File: src/rtl/memwin_pkg.sv
package memwin_pkg;

  typedef enum logic [1:0] {
    TGT_SHM     = 2'd0,
    TGT_FLASH   = 2'd1,
    TGT_TRAFFIC = 2'd2
  } tgt_e;

  localparam int NUM_TGT     = 3;
  localparam int BIT_FLASH   = 2;
  localparam int BIT_TRAFFIC = 3;
  localparam int BIT_WS_A    = 5;
  localparam int BIT_WS_B    = 6;
  localparam int BIT_SWAP    = 7;

  // Traffic memory wins over the flash/shared choice.
  function automatic tgt_e pick_target(input logic [7:0] cfg);
    if (cfg[BIT_TRAFFIC])    return TGT_TRAFFIC;
    else if (cfg[BIT_FLASH]) return TGT_FLASH;
    else                     return TGT_SHM;
  endfunction

  // The two wait-state fields add.
  function automatic int unsigned wait_states(input logic [7:0] cfg,
                                              input int unsigned ws_a,
                                              input int unsigned ws_b);
    int unsigned n;
    n = 0;
    if (cfg[BIT_WS_A]) n = n + ws_a;
    if (cfg[BIT_WS_B]) n = n + ws_b;
    return n;
  endfunction

endpackage

File: src/rtl/memwin_cfg_reg.sv
module memwin_cfg_reg #(
  parameter int               IO_AW   = 8,
  parameter logic [IO_AW-1:0] IO_ADDR = 8'h80,
  parameter logic [7:0]       RST_VAL = 8'h00
) (
  input  logic             clk,
  input  logic             rst_n,
  input  logic             io_req,
  input  logic             wr,
  input  logic [IO_AW-1:0] io_addr,
  input  logic [7:0]       wdata,
  output logic [7:0]       cfg_o,
  output logic [7:0]       rdata_o,
  output logic             wr_hit_o
);

  logic addr_hit;
  logic rd_hit;

  assign addr_hit = (io_addr == IO_ADDR);
  assign wr_hit_o = io_req && wr && addr_hit;
  assign rd_hit   = io_req && !wr && addr_hit;

  always_ff @(posedge clk) begin
    if (!rst_n)        cfg_o <= RST_VAL;
    else if (wr_hit_o) cfg_o <= wdata;
  end

  assign rdata_o = rd_hit ? cfg_o : 8'h00;

endmodule

File: src/rtl/memwin_decode.sv
module memwin_decode #(
  parameter int            AW   = 20,
  parameter logic [AW-1:0] BASE = 20'hC0000,
  parameter logic [AW-1:0] LAST = 20'hFFFFF
) (
  input  logic [AW-1:0] addr,
  output logic          hit_o
);

  assign hit_o = (addr >= BASE) && (addr <= LAST);

endmodule

File: src/rtl/memwin_wait.sv
module memwin_wait #(
  parameter int CNT_W = 3
) (
  input  logic             clk,
  input  logic             rst_n,
  input  logic             active,
  input  logic             start,
  input  logic [CNT_W-1:0] load,
  output logic             wait_o
);

  logic [CNT_W-1:0] cnt;

  // The first cycle is covered by start, so the counter holds load-1.
  always_ff @(posedge clk) begin
    if (!rst_n)           cnt <= '0;
    else if (!active)     cnt <= '0;
    else if (start)       cnt <= (load == '0) ? '0 : load - 1'b1;
    else if (cnt != '0)   cnt <= cnt - 1'b1;
  end

  assign wait_o = active && (start ? (load != '0) : (cnt != '0));

endmodule

File: src/rtl/memwin_router.sv
module memwin_router #(
  parameter int               AW       = 20,
  parameter int               IO_AW    = 8,
  parameter logic [IO_AW-1:0] IO_ADDR  = 8'h80,
  parameter logic [AW-1:0]    WIN_BASE = 20'hC0000,
  parameter logic [AW-1:0]    WIN_LAST = 20'hFFFFF,
  parameter int               WS_A     = 2,
  parameter int               WS_B     = 3
) (
  input  logic          clk,
  input  logic          rst_n,
  input  logic [AW-1:0] addr_i,
  input  logic          io_req_i,
  input  logic          mem_req_i,
  input  logic          wr_i,
  input  logic [7:0]    wdata_i,
  output logic [7:0]    rdata_o,
  output logic          wait_o,
  output logic          cs_shm_o,
  output logic          cs_flash_o,
  output logic          cs_traffic_o,
  output logic          am_swap_o
);

  import memwin_pkg::*;

  localparam int CNT_W = $clog2(WS_A + WS_B + 1);

  logic [7:0]         cfg;
  logic               cfg_wr_hit;
  logic               hit_live;
  logic [1:0]         tgt_live;
  logic [CNT_W-1:0]   wait_n;
  logic [CNT_W-1:0]   wait_load;
  logic               mem_q;
  logic               acc_start;
  logic               hit_q;
  logic [1:0]         tgt_q;
  logic               eff_hit;
  logic [1:0]         eff_tgt;
  logic [NUM_TGT-1:0] cs_vec;

  memwin_cfg_reg #(.IO_AW(IO_AW), .IO_ADDR(IO_ADDR), .RST_VAL(8'h00)) u_cfg (
    .clk     (clk),
    .rst_n   (rst_n),
    .io_req  (io_req_i),
    .wr      (wr_i),
    .io_addr (addr_i[IO_AW-1:0]),
    .wdata   (wdata_i),
    .cfg_o   (cfg),
    .rdata_o (rdata_o),
    .wr_hit_o(cfg_wr_hit)
  );

  memwin_decode #(.AW(AW), .BASE(WIN_BASE), .LAST(WIN_LAST)) u_dec (
    .addr (addr_i),
    .hit_o(hit_live)
  );

  assign tgt_live  = pick_target(cfg);
  assign wait_n    = CNT_W'(wait_states(cfg, WS_A, WS_B));
  assign wait_load = hit_live ? wait_n : '0;

  // A new access begins on a rising memory strobe.
  always_ff @(posedge clk) begin
    if (!rst_n) mem_q <= 1'b0;
    else        mem_q <= mem_req_i;
  end
  assign acc_start = mem_req_i && !mem_q;

  // Target and window hit are frozen for the rest of the access.
  always_ff @(posedge clk) begin
    if (!rst_n) begin
      hit_q <= 1'b0;
      tgt_q <= TGT_SHM;
    end else if (acc_start) begin
      hit_q <= hit_live;
      tgt_q <= tgt_live;
    end
  end

  assign eff_hit = acc_start ? hit_live : hit_q;
  assign eff_tgt = acc_start ? tgt_live : tgt_q;

  for (genvar i = 0; i < NUM_TGT; i++) begin : g_cs
    assign cs_vec[i] = mem_req_i && eff_hit && (eff_tgt == 2'(i));
  end

  assign cs_shm_o     = cs_vec[TGT_SHM];
  assign cs_flash_o   = cs_vec[TGT_FLASH];
  assign cs_traffic_o = cs_vec[TGT_TRAFFIC];

  memwin_wait #(.CNT_W(CNT_W)) u_wait (
    .clk   (clk),
    .rst_n (rst_n),
    .active(mem_req_i),
    .start (acc_start),
    .load  (wait_load),
    .wait_o(wait_o)
  );

  assign am_swap_o = cfg[BIT_SWAP];

endmodule

File: config.mk
export PLATFORM = sky130hd
export DESIGN_NAME = memwin_router
export DESIGN_NICKNAME = d
export VERILOG_FILES = /design/src/rtl/memwin_pkg.sv /design/src/rtl/memwin_cfg_reg.sv /design/src/rtl/memwin_decode.sv /design/src/rtl/memwin_wait.sv /design/src/rtl/memwin_router.sv
export SDC_FILE = /design/constraint.sdc
export NUM_CORES = 1
export LEC_CHECK = 0
export ABC_AREA = 1
export BUFFER_PORTS_ARGS = -buffer_cell sky130_fd_sc_hd__buf_2
export CELL_PAD_IN_SITES_DETAIL_PLACEMENT = 0
export CELL_PAD_IN_SITES_GLOBAL_PLACEMENT = 1
export CORE_MARGIN = 5
export CORE_UTILIZATION = 31
export CTS_BUF_LIST = sky130_fd_sc_hd__clkbuf_4 sky130_fd_sc_hd__clkbuf_8 sky130_fd_sc_hd__clkbuf_16
export DETAILED_ROUTE_END_ITERATION = 8
export GPL_ROUTABILITY_DRIVEN = 0
export PLACE_DENSITY = 0.87
export SLEW_MARGIN = 10
export SYNTH_ARGS = -nofsm -noshare
export SYNTH_HDL_FRONTEND = slang
export SYNTH_SLANG_ARGS = --single-unit
export TNS_END_PERCENT = 1
File: constraint.sdc
create_clock -name clk -period 2.39 [get_ports clk]
set_input_delay 0.478 -clock clk [delete_from_list [all_inputs] [get_ports clk]]
set_output_delay 0.478 -clock clk [all_outputs]
set_load 0.1 [all_outputs]
## Word level (Yosys, flattened, before mapping)

Index checks and enable logic that the tools add are counted.

- $add $sub $neg: 3
- $lt $le $gt $ge: 2
- Equal/unequal tests: 3
- Mux-type cells: 12
- Reduce and logical (&&, ||, !) cells: 19

Operators by type and width:

| cell | count |
|---|---|
| 20-bit greater-or-equal comparator (second input constant) | 1 |
| 20-bit <= comparator (second input constant) | 1 |
| 3-bit 2-to-1 mux | 5 |
| 1-bit logical AND | 11 |
| 8-bit == test (second input constant) | 1 |
| 8-bit 2-to-1 mux | 1 |
| 2-bit 2-to-1 mux | 3 |
| 3-bit nonzero test | 2 |
| 3-bit by 1-bit subtractor with 3-bit output (second input constant) | 2 |
| 2-bit by 2-bit adder with 3-bit output (second input constant) | 1 |
| 3-bit logical NOT | 1 |
| 1-bit 2-to-1 mux | 3 |
| 2-bit by 1-bit == test with 1-bit output (second input constant) | 1 |
| 2-bit == test (second input constant) | 1 |
| 1-bit logical NOT | 2 |
| 2-bit logical NOT | 1 |
| 2-bit AND reduction | 1 |
| 2-bit nonzero test | 1 |

- Register bits: 15
- Input port bits: 33

## Longest topological paths before layout

Gate-level depths: netlist (run 1).

- Word-level depth: 7
- Mapped depth: 8
- Mapped depth without buffers: 8

## Modules after synthesis

Synthesis (run 1) repeated with hierarchy kept, for this count alone.

- Cell total of the unflattened synthesis: 169
- Area total of the unflattened synthesis: 1058.5 sq um

By module, submodules not included:

| module | times used | cells an instance | area each (sq um) | seq. area each (sq um) |
|---|---|---|---|---|
| memwin_cfg_reg | 1 | 79 | 510.5 | 160.2 |
| memwin_router | 1 | 51 | 284.0 | 80.1 |
| memwin_wait | 1 | 37 | 256.5 | 60.1 |
| memwin_decode | 1 | 2 | 7.5 | 0.0 |

## Worst setup path before layout (run 1)

No wires, ideal clock.

- Path type: register -> output
- Start: reg u_cfg.cfg_o[7]
- End: out rdata_o[7]
- Data arrival time: 2330 ps
- Setup slack: -418 ps
- Cell stages (with the launch flop): 3
- Cell sequence: dfxtp_1 inv_1 nor2_1

- Word-level cells in the longest chain between the ends: 1

RTL lines:

| element | line | RTL |
|---|---|---|
| start: declaration | memwin_cfg_reg.sv:12 | `output logic [7:0] cfg_o,` |
| start signal: assignment | memwin_cfg_reg.sv:26 | `else if (wr_hit_o) cfg_o <= wdata;` |
| 8-bit 2-to-1 mux | memwin_cfg_reg.sv:29 | `assign rdata_o = rd_hit ? cfg_o : 8'h00;` |
| end: declaration | memwin_router.sv:17 | `output logic [7:0] rdata_o,` |

Every way passes these cells.

## Worst setup path after layout (run 1)

- Start: reg u_cfg.cfg_o[6]
- End: out wait_o

- Word-level cells in the longest chain between the ends: 5

RTL lines:

| element | line | RTL |
|---|---|---|
| 3-bit 2-to-1 mux | memwin_pkg.sv:30 | `if (cfg[BIT_WS_B]) n = n + ws_b;` |
| 3-bit 2-to-1 mux | memwin_router.sv:62 | `assign wait_load = hit_live ? wait_n : '0;` |
| 3-bit nonzero test | memwin_wait.sv:22 | `assign wait_o = active && (start ? (load != '0) : (cnt != '0));` |
| 1-bit 2-to-1 mux | memwin_wait.sv:22 |  |
| 1-bit logical AND | memwin_wait.sv:22 |  |
| end: declaration | memwin_router.sv:18 | `output logic wait_o,` |

Every way passes these cells.

==> metrics.md, run 1 <==
| Metric | Value |
|---|---|
| Outcome | `completed` |
| Mapped Avg Cell Area | `6.46 sq um` |
| CP Launch Point | `u_cfg.cfg_o[6]` |
| Number of hold violations in the final report | `0` |
| Cell types with the largest area share after synthesis | `sky130_fd_sc_hd__dfxtp_1 (33%), sky130_fd_sc_hd__inv_1 (12%), sky130_fd_sc_hd__nand2_1 (10%)` |
| Gate count of the mapped netlist | `139` |
| Number of global-route vias before repair | `943` |
| Worst hold path type | `input port to flip-flop` |
| Maximum fanout count along the critical path | `6` |
| Antenna violations before repair | `0` |
| Last element of the critical path | `wait_o` |
| Worst reg-to-reg setup slack | `1.18 ns` |
| Reg2Reg Launch Point | `u_cfg.cfg_o[6]` |
| Core ar. | `2760 sq um` |
| Post-synthesis sequential area ratio | `33.4%` |
| TritonCTS sink count | `15` |
| Width of the die | `63.8 microns` |
| Area added between synthesis and finish | `45.8%` |
| Cell area after synthesis | `898 sq um` |
| Overflow left after global routing | `0` |
| Relative slew margins | `68.0%` |
| RSZ-0062 raised after global routing | `no` |
| Sw frac | `29.7%` |
| Number of CTS-inserted buffers | `3` |
| Global-route wire length before repair | `3730 microns` |
| CTS root buf | `sky130_fd_sc_hd__clkbuf_4` |
| Yosys synthesis warning count | `0` |
| Net count after synthesis | `175` |
| Post-CTS Setup Repair Bufs | `0` |
| Total GRT Usage | `11.0%` |
| Fraction of synthesized cell area taken by the top area cell type | `33.4%` |
| Endpoint of the worst register-to-register path | `u_wait.cnt[0]` |
| Power density over the cells | `390 nW/um^2` |
| Total via count in the routed design | `940` |
| Clk_skew | `0.00824 ns` |
| I/O Buffers | `35` |
| Design Area, Final | `1310 sq um` |
| Startpoint types | `flip-flop` |
| Worst hold path stage count | `3` |
| Final slew viol count | `0` |
| Overall die height | `63.8 microns` |
| Leading cell type in the layout, fill and taps excluded | `sky130_fd_sc_hd__inv_1` |
| Clock tree from TritonCTS | `built` |
| Actual slew at the worst max-slew pin | `0.484 ns` |
| Leakage component of the power | `0.580 nW` |
| Share of the cycle needed by the critical path after routing | `91.8%` |
| Leading area contributor after synthesis | `sky130_fd_sc_hd__dfxtp_1` |
| CP arrival | `1.72 ns` |
| Pin count of the biggest net entering global routing | `12` |
| Number of cells traversed by the worst register-to-register path | `5` |
| Post-Route Hold Slack | `0.450 ns` |
| Worst setup slack before clock tree synthesis | `0.271 ns` |
| Total Die Area | `4070 sq um` |
| DP HPWL | `1760 microns` |
| Buffer depth of the longest clock path | `2` |
| Critical hold path startpoint | `wdata_i[7]` |
| Comb power frac | `20.6%` |
| Hold-fix buffer count after cts | `0` |
| WL/cell | `10.0 microns` |
| Psw | `152 uW` |
| Class of the most critical setup path | `flip-flop to primary output` |
| Vias/cell | `4.52` |
| Total internal power | `359 uW` |
| Clock transition at path regs | `0.10 ns` |
| Max Freq | `456 MHz` |
| Peak VDD IR | `0.363 mV` |
| Remaining routing DRC violations | `0` |
| Endpoint class of the critical path | `primary output` |
| Most used cells in the layout excluding fill and tap cells | `sky130_fd_sc_hd__inv_1 (28), sky130_fd_sc_hd__nand2_1 (24), sky130_fd_sc_hd__nor2_1 (23), sky130_fd_sc_hd__buf_2 (23), sky130_fd_sc_hd__nand3_1 (15)` |
| Fraction of power consumed by sequential logic | `50.7%` |
| Effective utilization at floorplan | `32.6%` |
| Number of search-and-repair iterations in the first detailed-routing pass | `4` |
| Number of nets with antenna violations after detailed routing | `0` |
| Share of total power in the clock network | `28.7%` |
| Boundary pin count | `46` |
| Placed inst area | `1280 sq um` |
| Latest clock arrival within the worst-skew pair | `0.29 ns` |
| Total wire length | `2090 microns` |
| H-tree levels | `1` |
| Flip-flop and latch count after synthesis | `15` |
| Post-layout minimum cycle time | `2.19 ns` |
| Data required time of the critical path | `1.91 ns` |
| Max-Cap Viols | `0` |
| Fraction of final layout cells with drive strength greater than 1 | `28.8%` |
| Final setup vio count | `0` |
| Violation count after the first detailed-routing iteration | `21` |
| Count of different cell masters after synthesis | `21` |
| Number of rows in the core area | `19` |
| Antenna diode instance count | `0` |
| Crit path setup slack, layout | `0.196 ns` |
| Final nets | `214` |
-- state kept, by name, indices dropped and copies added, names as in the netlist --
register     flops
u_cfg.cfg_o      8
hit_q            1
u_wait.cnt       3
tgt_q            2
mem_q            1
-- cell type report --
class	count	area, sq um
fillers	288	1450
multi-input cells	93	479
repair buffers	35	343
flip-flops and latches	15	302
inverters	30	118
well taps	31	38.8
clock buffers	3	22.5
clock inverters	1	7.51
-- how the worst min path moves through the flow --
stage	to	slack, ns
final	u_cfg.cfg_o[7]	0.45
after global routing	u_cfg.cfg_o[3]	0.44
after detailed placement	u_cfg.cfg_o[2]	0.46
after global placement	u_cfg.cfg_o[4]	0.45
after floorplan	u_cfg.cfg_o[0]	0.44
after CTS	u_cfg.cfg_o[7]	0.44
-- per-layer routing --
| metal | up-vias | global-route usage (%) | share of wire (%) |
|---|---|---|---|
| met2 | 25 | 18.7 | 48 |
| met5 | - | 0 | 0 |
| met1 | 407 | 12.9 | 44 |
| li1 | 508 | - | - |
| met4 | 0 | 1.56 | 0 |
| met3 | 0 | 5.25 | 8.6 |
-- timing repair --
action	in CTS	in global routing
resized for setup	0	2
endpoints found under the setup margin	0	1
endpoints found under the hold margin	0	0
-- cells by family after synthesis --
group / Yosys count / synth area share, %
adders and majority gates: 3 / 4.18
AOI/OAI and AO/OA: 19 / 11.7
and+or+nand+nor: 71 / 37.2
DFF: 15 / 33.4
buffers and inverters: 31 / 13.5
-- critical path: stages (launching register included) --
cell	delay, ns
sky130_fd_sc_hd__dfxtp_2	0.36
sky130_fd_sc_hd__ha_1	0.29
sky130_fd_sc_hd__nor2_1	0.17
sky130_fd_sc_hd__a21oi_1	0.12
sky130_fd_sc_hd__o211ai_1	0.17
sky130_fd_sc_hd__inv_1	0.05
sky130_fd_sc_hd__clkbuf_4	0.27
-- Yosys cell counts --
library cell                n
sky130_fd_sc_hd__clkinv_4   1
sky130_fd_sc_hd__ha_1       3
sky130_fd_sc_hd__nor2_1    24
sky130_fd_sc_hd__nand3b_2   1
sky130_fd_sc_hd__nand3_1   15
sky130_fd_sc_hd__o21ai_0    2
sky130_fd_sc_hd__nand3_2    1
sky130_fd_sc_hd__o21ai_2    2
sky130_fd_sc_hd__nor3_1     1
sky130_fd_sc_hd__clkbuf_1   1
sky130_fd_sc_hd__o211ai_1   1
sky130_fd_sc_hd__nor2_2     1
sky130_fd_sc_hd__a21oi_1   13
sky130_fd_sc_hd__inv_1     28
sky130_fd_sc_hd__o21ai_1    1
sky130_fd_sc_hd__nor2_4     1
sky130_fd_sc_hd__nor3b_2    1
sky130_fd_sc_hd__clkinv_1   1
sky130_fd_sc_hd__nand2_1   24
sky130_fd_sc_hd__nand2_4    2
sky130_fd_sc_hd__dfxtp_1   15
-- power groups by stage --
| stage | Sequential, mW | Combinational [mW] | Clock [mW] |
|---|---|---|---|
| final | 0.259 | 0.105 | 0.147 |
| after global routing | 0.260 | 0.117 | 0.171 |
| after CTS | 0.259 | 0.106 | 0.155 |
| after detailed placement | 0.265 | 0.106 | 0 |
| after global placement | 0.264 | 0.103 | 0 |
| after floorplan | 0.264 | 0.0673 | 0 |
-- metrics by stage --
step / setup TNS, ns / util, % / power [mW] / std cells
6_report: 0 / 47.5 / 0.511 / 208
5_1_grt: 0 / 47.5 / 0.547 / 208
4_1_cts: 0 / 47.4 / 0.520 / 208
3_5_place_dp: 0 / 46.3 / 0.370 / 204
3_3_place_gp: 0 / 46.3 / 0.367 / 204
2_1_floorplan: -3.25 / - / 0.331 / 139
No activity file was read; power rests on OpenSTA's default activity.
==> run 2: changes to the inputs <==
--- a/config.mk
+++ b/config.mk
@@ -6,15 +6,16 @@
 export NUM_CORES = 1
 export LEC_CHECK = 0
 export ABC_AREA = 1
-export BUFFER_PORTS_ARGS = -buffer_cell sky130_fd_sc_hd__buf_2
 export CELL_PAD_IN_SITES_DETAIL_PLACEMENT = 0
 export CELL_PAD_IN_SITES_GLOBAL_PLACEMENT = 1
 export CORE_MARGIN = 5
 export CORE_UTILIZATION = 31
 export CTS_BUF_LIST = sky130_fd_sc_hd__clkbuf_4 sky130_fd_sc_hd__clkbuf_8 sky130_fd_sc_hd__clkbuf_16
 export DETAILED_ROUTE_END_ITERATION = 8
+export DONT_BUFFER_PORTS = 1
 export GPL_ROUTABILITY_DRIVEN = 0
-export PLACE_DENSITY = 0.87
+export GPL_TIMING_DRIVEN = 0
+export PLACE_DENSITY = 0.67
 export SLEW_MARGIN = 10
 export SYNTH_ARGS = -nofsm -noshare
 export SYNTH_HDL_FRONTEND = slang
==> run 2 against run 1 <==
  * The run now ends with setup timing left
  * Final area fell by 19%
  * Global-route usage fell by 1.0 points
  * Flip-flop and latch count unchanged
  * Clock-buffer cell count did not move
  * Die area is the same
  * First-iteration DRC count shrank 4.8%
  * Critical path type unchanged
  * Via count decreased by 11%
  * Utilization is 9.0 points lower
==> metrics.md, run 2 (synthesis results as in run 1) <==
| Metric | Value |
|---|---|
| Largest register FFs | `8 (unchanged)` |
| Total via count in the routed design | `835 (-11%)` |
| TritonCTS sink count | `15 (unchanged)` |
| Fraction of power consumed by sequential logic | `53.4% (+2.7 points)` |
| Power density over the cells | `456 nW/um^2 (+17%)` |
| Fraction of final layout cells with drive strength greater than 1 | `18.9% (-9.9 points)` |
| Leading cell type in the layout, fill and taps excluded | `sky130_fd_sc_hd__inv_1` |
| Worst hold path stage count | `2 (-1)` |
| Violation count after the first detailed-routing iteration | `20 (-4.8%)` |
| Total Die Area | `4070 sq um (unchanged)` |
| Width of the die | `63.8 microns (unchanged)` |
| Boundary pin count | `46 (unchanged)` |
| CP arrival | `1.94 ns (+0.22 ns)` |
| Max Freq | `413 MHz (-9.3%)` |
| Reg2Reg Launch Point | `u_cfg.cfg_o[6]` |
| Final setup vio count | `3 (+3)` |
| Top Registers | `u_cfg.cfg_o (8), u_wait.cnt (3), tgt_q (2)` |
| Worst reg-to-reg setup slack | `1.13 ns (-0.05 ns)` |
| Register containing the most flip-flops in the final layout | `u_cfg.cfg_o` |
| Class of the most critical setup path | `flip-flop to primary output` |
| Leakage component of the power | `0.423 nW (-27%)` |
| Filler Cells Inserted | `311 (+8.0%)` |
| Number of nets with antenna violations after detailed routing | `0 (unchanged)` |
| Antenna violations before repair | `0 (unchanged)` |
| WL/cell | `11.7 microns (+17%)` |
| Critical hold path startpoint | `rst_n` |
| Post-Route Hold Slack | `0.315 ns (-0.135 ns)` |
| Area added between synthesis and finish | `18.2%` |
| Startpoint types | `flip-flop` |
| Clock tree from TritonCTS | `built` |
| Total GRT Usage | `10.0% (-1.0 points)` |
| Final slew viol count | `0 (unchanged)` |
| Buffer depth of the longest clock path | `2 (unchanged)` |
| Clock transition at path regs | `0.10 ns (about the same)` |
| Number of global-route vias before repair | `816 (-13%)` |
| Remaining routing DRC violations | `0 (unchanged)` |
| Endpoint class of the critical path | `primary output` |
| Worst-case hold path end point | `u_cfg.cfg_o[5]` |
| Crit path setup slack, layout | `-0.0289 ns (-0.225 ns)` |
| Failing checks | `setup timing` |
| Relative slew margins | `45.1% (-23 points)` |
| Total internal power | `340 uW (-5.3%)` |
| DP HPWL | `1640 microns (-6.8%)` |
| Pin count of the biggest net entering global routing | `11 (-1)` |
| Latest clock arrival within the worst-skew pair | `0.28 ns (about the same)` |
| Number of hold violations in the final report | `0 (unchanged)` |
| Number of rows in the core area | `19 (unchanged)` |
| Number of cells traversed by the worst register-to-register path | `5 (unchanged)` |
| Antenna diode instance count | `0 (unchanged)` |
| Clk_skew | `0.0104 ns (+0.00218 ns)` |
| Vias/cell | `4.80 (+6.2%)` |
| Max-Cap Viols | `0 (unchanged)` |
| Comb power frac | `16.8% (-3.8 points)` |
| Outcome | `finished with violations` |
| Endpoint of the worst register-to-register path | `u_wait.cnt[2]` |
| H-tree levels | `1 (unchanged)` |
| Placed inst area | `965 sq um (-24%)` |
| Overall die height | `63.8 microns (unchanged)` |
| RSZ-0062 raised after global routing | `yes` |
| I/O Buffers | `0 (-100%)` |
| Maximum fanout count along the critical path | `7 (+1)` |
| Number of search-and-repair iterations in the first detailed-routing pass | `4 (unchanged)` |
| CTS root buf | `sky130_fd_sc_hd__clkbuf_4` |
| Sw frac | `29.9% (+0.14 points)` |
| Number of CTS-inserted buffers | `3 (unchanged)` |
| Final nets | `180 (-16%)` |
| Psw | `145 uW (-4.7%)` |
| Sum of negative setup slack | `-0.0739 ns (-0.0739 ns)` |
| Overflow left after global routing | `0 (unchanged)` |
| Peak VDD IR | `0.375 mV (+3.4%)` |
| Data required time of the critical path | `1.91 ns (about the same)` |
| Most used cells in the layout excluding fill and tap cells | `sky130_fd_sc_hd__inv_1 (28), sky130_fd_sc_hd__nand2_1 (24), sky130_fd_sc_hd__nand3_1 (15), sky130_fd_sc_hd__dfxtp_1 (14)` |
| Design Area, Final | `1060 sq um (-19%)` |
| Post-layout minimum cycle time | `2.42 ns (+0.225 ns)` |
| Actual slew at the worst max-slew pin | `0.823 ns (+0.339 ns)` |
| Global-route wire length before repair | `3280 microns (-12%)` |
| Effective utilization at floorplan | `32.6% (unchanged)` |
| Worst hold path type | `input port to flip-flop` |
| Share of total power in the clock network | `29.8% (+1.1 points)` |
| Share of the cycle needed by the critical path after routing | `101% (+9.4 points)` |
| Total wire length | `2040 microns (-2.5%)` |
| Core ar. | `2760 sq um (unchanged)` |
run 2: cell types whose count changed in the layout (fill, tap and decap cells not counted), moves of 10 or more:
cell	delta
sky130_fd_sc_hd__nor2_1	-10
sky130_fd_sc_hd__nor2_4	+11
sky130_fd_sc_hd__buf_12	-11
sky130_fd_sc_hd__buf_2	-23
run 2: stage by stage:
step / util [%] / total power [mW] / setup slack, ns / instances
floorplan: - / 0.331 / -0.350 / 139
global placement: 34.1 / 0.341 / -0.567 / 170
detailed placement: 35.0 / 0.343 / -0.145 / 170
CTS: 36.4 / 0.493 / -0.213 / 174
global route: 38.5 / 0.516 / -0.146 / 174
finish: 38.5 / 0.484 / -0.0289 / 174
run 2: timing repair:
item	in CTS	in global routing
pin swaps	0	2
hold buffers	0	0
setup endpoints to repair	12	10
endpoints found under the hold margin	0	0
resized for setup	3	11
buffers inserted	0	0
run 2: power by group through the flow:
stage	Combinational, mW	Sequential (mW)	Clock [mW]
finish	0.0816	0.259	0.144
global route	0.0912	0.259	0.166
CTS	0.0788	0.259	0.155
detailed placement	0.0785	0.265	0
global placement	0.0768	0.264	0
floorplan	0.0673	0.264	0
run 2: worst max-delay path: stages, from the launching register on:
cell	delay (ns)
sky130_fd_sc_hd__dfxtp_1	0.34
sky130_fd_sc_hd__inv_1	0.07
sky130_fd_sc_hd__nand2_4	0.11
sky130_fd_sc_hd__clkinv_4	0.10
sky130_fd_sc_hd__o21ai_1	0.31
sky130_fd_sc_hd__nand2_1	0.21
sky130_fd_sc_hd__nor2_4	0.53
run 2: cell type report:
type	count	area [sq um]	area share, %
Buffer	1	3.75	0.353
Clock buffer	3	22.5	2.12
Clock inverter	1	5.00	0.471
Inverter	30	118	11.1
Multi-Input combinational cell	93	573	53.9
Sequential cell	15	302	28.4
Tap cell	31	38.8	3.65
run 2: how the worst max path moves through the flow:
stage	from	endpoint	slack [ns]	depth (start not counted)
6_report	mem_q	cs_flash_o	-0.03	6
4_1_cts	mem_q	cs_flash_o	-0.21	6
2_1_floorplan	addr_i[3]	rdata_o[0]	-0.35	5
3_3_place_gp	addr_i[3]	rdata_o[6]	-0.57	5
3_5_place_dp	addr_i[3]	rdata_o[6]	-0.15	5
5_1_grt	mem_q	cs_flash_o	-0.15	6
run 2: metal layers:
layer  track usage (%)  wire length (microns)
met1              10.9                    824
met2              17.1                   1040
met3              5.25                    161
met4              2.34                     10
met5                 0                      0
==> run 3: changes to the inputs <==
--- a/config.mk
+++ b/config.mk
@@ -5,7 +5,6 @@
 export SDC_FILE = /design/constraint.sdc
 export NUM_CORES = 1
 export LEC_CHECK = 0
-export ABC_AREA = 1
 export CELL_PAD_IN_SITES_DETAIL_PLACEMENT = 0
 export CELL_PAD_IN_SITES_GLOBAL_PLACEMENT = 1
 export CORE_MARGIN = 5
@@ -15,7 +14,7 @@
 export DONT_BUFFER_PORTS = 1
 export GPL_ROUTABILITY_DRIVEN = 0
 export GPL_TIMING_DRIVEN = 0
-export PLACE_DENSITY = 0.67
+export PLACE_DENSITY = 0.64
 export SLEW_MARGIN = 10
 export SYNTH_ARGS = -nofsm -noshare
 export SYNTH_HDL_FRONTEND = slang
==> run 3 against run 2 <==
  * The run now ends clean
  * Critical path depth fell by 2
  * Global-route usage decreased by 1.1 points
  * Utilization is 1.8 points lower
  * Register-to-register slack lost 0.14 ns
  * Die area fell by 3.5%
  * Fmax increased by 5.3%
  * Synthesized cell count is 29% lower
  * Clock skew shrank 0.0087 ns
  * Worst setup slack improved by 0.12 ns
  * Final area shrank 6.2%
  * Largest power group unchanged
==> metrics.md, run 3 <==
| Metric | Value |
|---|---|
| Largest register FFs | `8 (unchanged)` |
| WL/cell | `12.9 microns (+9.9%)` |
| Worst setup slack before clock tree synthesis | `-0.0730 ns (+0.0722 ns)` |
| Clock transition at path regs | `0.09 ns (about the same)` |
| Antenna diode instance count | `0 (unchanged)` |
| Buffer depth of the longest clock path | `2 (unchanged)` |
| Gate count of the mapped netlist | `99 (-29%)` |
| Peak VDD IR | `0.173 mV (-54%)` |
| Total via count in the routed design | `699 (-16%)` |
| Post-layout minimum cycle time | `2.30 ns (-0.121 ns)` |
| Number of rows in the core area | `19 (unchanged)` |
| Class of the most critical setup path | `flip-flop to primary output` |
| Fraction of registers with async set/reset | `0% (unchanged)` |
| Mapped Avg Cell Area | `8.70 sq um (+35%)` |
| Yosys synthesis warning count | `0 (unchanged)` |
| Fraction of final layout cells with drive strength greater than 1 | `26.9% (+8.0 points)` |
| DP HPWL | `1410 microns (-14%)` |
| Max Freq | `435 MHz (+5.3%)` |
| CP arrival | `1.82 ns (-0.12 ns)` |
| Net count after synthesis | `135 (-23%)` |
| Total Die Area | `3930 sq um (-3.5%)` |
| Leakage component of the power | `0.434 nW (+2.7%)` |
| Worst hold path type | `input port to flip-flop` |
| Maximum fanout count along the critical path | `4 (-3)` |
| Overall die height | `62.7 microns (-1.8%)` |
| Boundary pin count | `46 (unchanged)` |
| Sw frac | `24.7% (-5.2 points)` |
| Vias/cell | `5.03 (+4.8%)` |
| Relative slew margins | `59.2% (+14 points)` |
| Peak per-stage delay on the critical path | `0.51 ns (-0.02 ns)` |
| Number of nets with antenna violations after detailed routing | `0 (unchanged)` |
| Most used cells in the layout excluding fill and tap cells | `sky130_fd_sc_hd__dfxtp_1 (13), sky130_fd_sc_hd__nand2_1 (10), sky130_fd_sc_hd__nor2b_1 (10), sky130_fd_sc_hd__mux2i_1 (10), sky130_fd_sc_hd__and2_2 (8)` |
| Area added between synthesis and finish | `15.7%` |
| Critical path, cell by cell | `nand2b_4 -> or3b_4 -> o21a_1 -> nor2_4` |
| Number of synthesized flops with an enable pin | `0 (unchanged)` |
| Cell area after synthesis | `861 sq um (-4.2%)` |
| Number of global-route vias before repair | `662 (-19%)` |
| Clock tree from TritonCTS | `built` |
| CP max stage cell | `sky130_fd_sc_hd__nor2_4` |
| Top Registers | `u_cfg.cfg_o (8), u_wait.cnt (3), tgt_q (2)` |
| Overflow left after global routing | `0 (unchanged)` |
| Number of hold violations in the final report | `0 (unchanged)` |
| Commonest register cell after synthesis | `sky130_fd_sc_hd__dfxtp_1` |
| Comb power frac | `11.2% (-5.6 points)` |
| Fraction of power consumed by sequential logic | `56.8% (+3.4 points)` |
| Fraction of synthesized cell area taken by the top area cell type | `34.9% (+1.5 points)` |
| Filler Cells Inserted | `287 (-7.7%)` |
| Post-synthesis sequential area ratio | `34.9% (+1.5 points)` |
| H-tree levels | `1 (unchanged)` |
| TritonCTS sink count | `15 (unchanged)` |
| Final setup vio count | `0 (-3)` |
| Power density over the cells | `450 nW/um^2 (-1.4%)` |
| Leading cell type in the layout, fill and taps excluded | `sky130_fd_sc_hd__dfxtp_1` |
| Final slew viol count | `0 (unchanged)` |
| Number of search-and-repair iterations in the first detailed-routing pass | `4 (unchanged)` |
| Total internal power | `337 uW (-0.76%)` |
| Endpoint class of the critical path | `primary output` |
| Effective utilization at floorplan | `31.8% (-0.81 points)` |
| Cell types with the highest counts after synthesis | `sky130_fd_sc_hd__dfxtp_1 (15), sky130_fd_sc_hd__and2_1 (10), sky130_fd_sc_hd__mux2i_1 (10), sky130_fd_sc_hd__nand2_1 (10), sky130_fd_sc_hd__nor2b_1 (10)` |
| Hold-fix buffer count after cts | `0 (unchanged)` |
| Global-route wire length before repair | `2870 microns (-13%)` |
| Total wire length | `1790 microns (-12%)` |
| Core ar. | `2710 sq um (-1.7%)` |
| Flip-flop and latch count after synthesis | `15 (unchanged)` |
| Count of different cell masters after synthesis | `27 (+29%)` |
| Final nets | `145 (-19%)` |
| Startpoint types | `flip-flop` |
| Number of CTS-inserted buffers | `3 (unchanged)` |
| Clk_skew | `0.00175 ns (-0.00867 ns)` |
| Remaining routing DRC violations | `0 (unchanged)` |
| Sum of negative setup slack | `0 ns (+0.0739 ns)` |
| Actual slew at the worst max-slew pin | `0.610 ns (-0.213 ns)` |
| Register containing the most flip-flops in the final layout | `u_cfg.cfg_o` |
| Data required time of the critical path | `1.91 ns (about the same)` |
| Share of total power in the clock network | `32.0% (+2.2 points)` |
| Leading area contributor after synthesis | `sky130_fd_sc_hd__dfxtp_1` |
| Width of the die | `62.7 microns (-1.8%)` |
| Outcome | `completed` |
| Cell with the most instances after synthesis | `sky130_fd_sc_hd__dfxtp_1` |
| Critical path buffers and inverters | `0 (-2)` |
| Crit path setup slack, layout | `0.0918 ns (+0.121 ns)` |
| Latest clock arrival within the worst-skew pair | `0.28 ns (about the same)` |
| Largest delay contributor family on the critical path | `simple AND/OR/NAND/NOR gates` |
| RSZ-0062 raised after global routing | `no` |
| Cell types with the largest area share after synthesis | `sky130_fd_sc_hd__dfxtp_1 (35%), sky130_fd_sc_hd__mux2i_1 (12%), sky130_fd_sc_hd__and2_1 (7.3%)` |
| Violation count after the first detailed-routing iteration | `8 (-60%)` |
| Pin count of the biggest net entering global routing | `11 (unchanged)` |
| Total GRT Usage | `8.87% (-1.1 points)` |
| Share of the cycle needed by the critical path after routing | `96.2% (-5.1 points)` |
| Psw | `111 uW (-24%)` |
| I/O Buffers | `0 (unchanged)` |
| Max-Cap Viols | `0 (unchanged)` |
| Antenna violations before repair | `0 (unchanged)` |
| CTS root buf | `sky130_fd_sc_hd__clkbuf_4` |
[run 3: cells by family after synthesis]
family | after synthesis | synth area share [%]
AO/OA/AOI/OAI | 13 | 9.74
XOR/XNOR | 1 | 1.02
adder cells (fa/ha/maj) | 3 | 4.36
buffers and inverters | 6 | 4.36
flip-flops | 15 | 34.9
multiplexers | 10 | 11.6
AND/OR/NAND/NOR | 51 | 34.0
[run 3: power groups by stage]
stage | registers (mW) | clock network (mW) | logic (mW)
floorplan | 0.260 | 0 | 0.0368
global placement | 0.260 | 0 | 0.0421
detailed placement | 0.260 | 0 | 0.0431
CTS | 0.255 | 0.154 | 0.0449
global route | 0.255 | 0.161 | 0.0538
finish | 0.254 | 0.143 | 0.0500
[run 3: metrics by stage]
step | hold slack (ns) | cell area, sq um | power [mW] | utilization (%) | std cells
after floorplan | 0.472 | 861 | 0.297 | - | 99
after global placement | 0.494 | 900 | 0.302 | 33.2 | 130
after detailed placement | 0.500 | 905 | 0.303 | 33.4 | 130
final | 0.343 | 996 | 0.448 | 36.7 | 139
after CTS | 0.329 | 960 | 0.453 | 35.4 | 134
after global routing | 0.339 | 996 | 0.470 | 36.7 | 139
[run 3: metal layers]
layer | vias to the layer above | global-route usage [%] | part of all wire [%]
met3 | 2 | 2.16 | 4.1
li1 | 356 | - | -
met5 | - | 0 | 0
met1 | 332 | 8.94 | 40
met4 | 0 | 4.77 | 1.2
met2 | 9 | 16.5 | 54
[run 3: final cells by class]
type                    instances  area [sq um]  share of cell area [%]
plain buffers                   1          3.75                   0.377
clock buffers                   3          22.5                    2.26
clock inverters                 1          5.00                   0.503
inverters                       3          11.3                    1.13
multi-input cells              78           557                    55.9
flip-flops and latches         15           305                    30.7
well taps                      31          38.8                    3.89
repair buffers                  7          52.6                    5.28
[run 3: timing repair]
item                                    4_1_cts  5_1_grt
gates resized for setup                      13        3
buffers inserted                              0        7
pin swaps                                     0        2
endpoints found under the setup margin       12        1
[run 3: final timing paths]
check / startpoint / end / slack (ns) / depth (start not counted)
setup / recovery: mem_q / cs_flash_o / 0.09 / 4
hold / removal: rst_n / tgt_q[0] / 0.34 / 1
setup reg to reg: u_cfg.cfg_o[6] / u_wait.cnt[1] / 0.99 / 5
hold reg to reg: tgt_q[0] / tgt_q[0] / 0.51 / 2
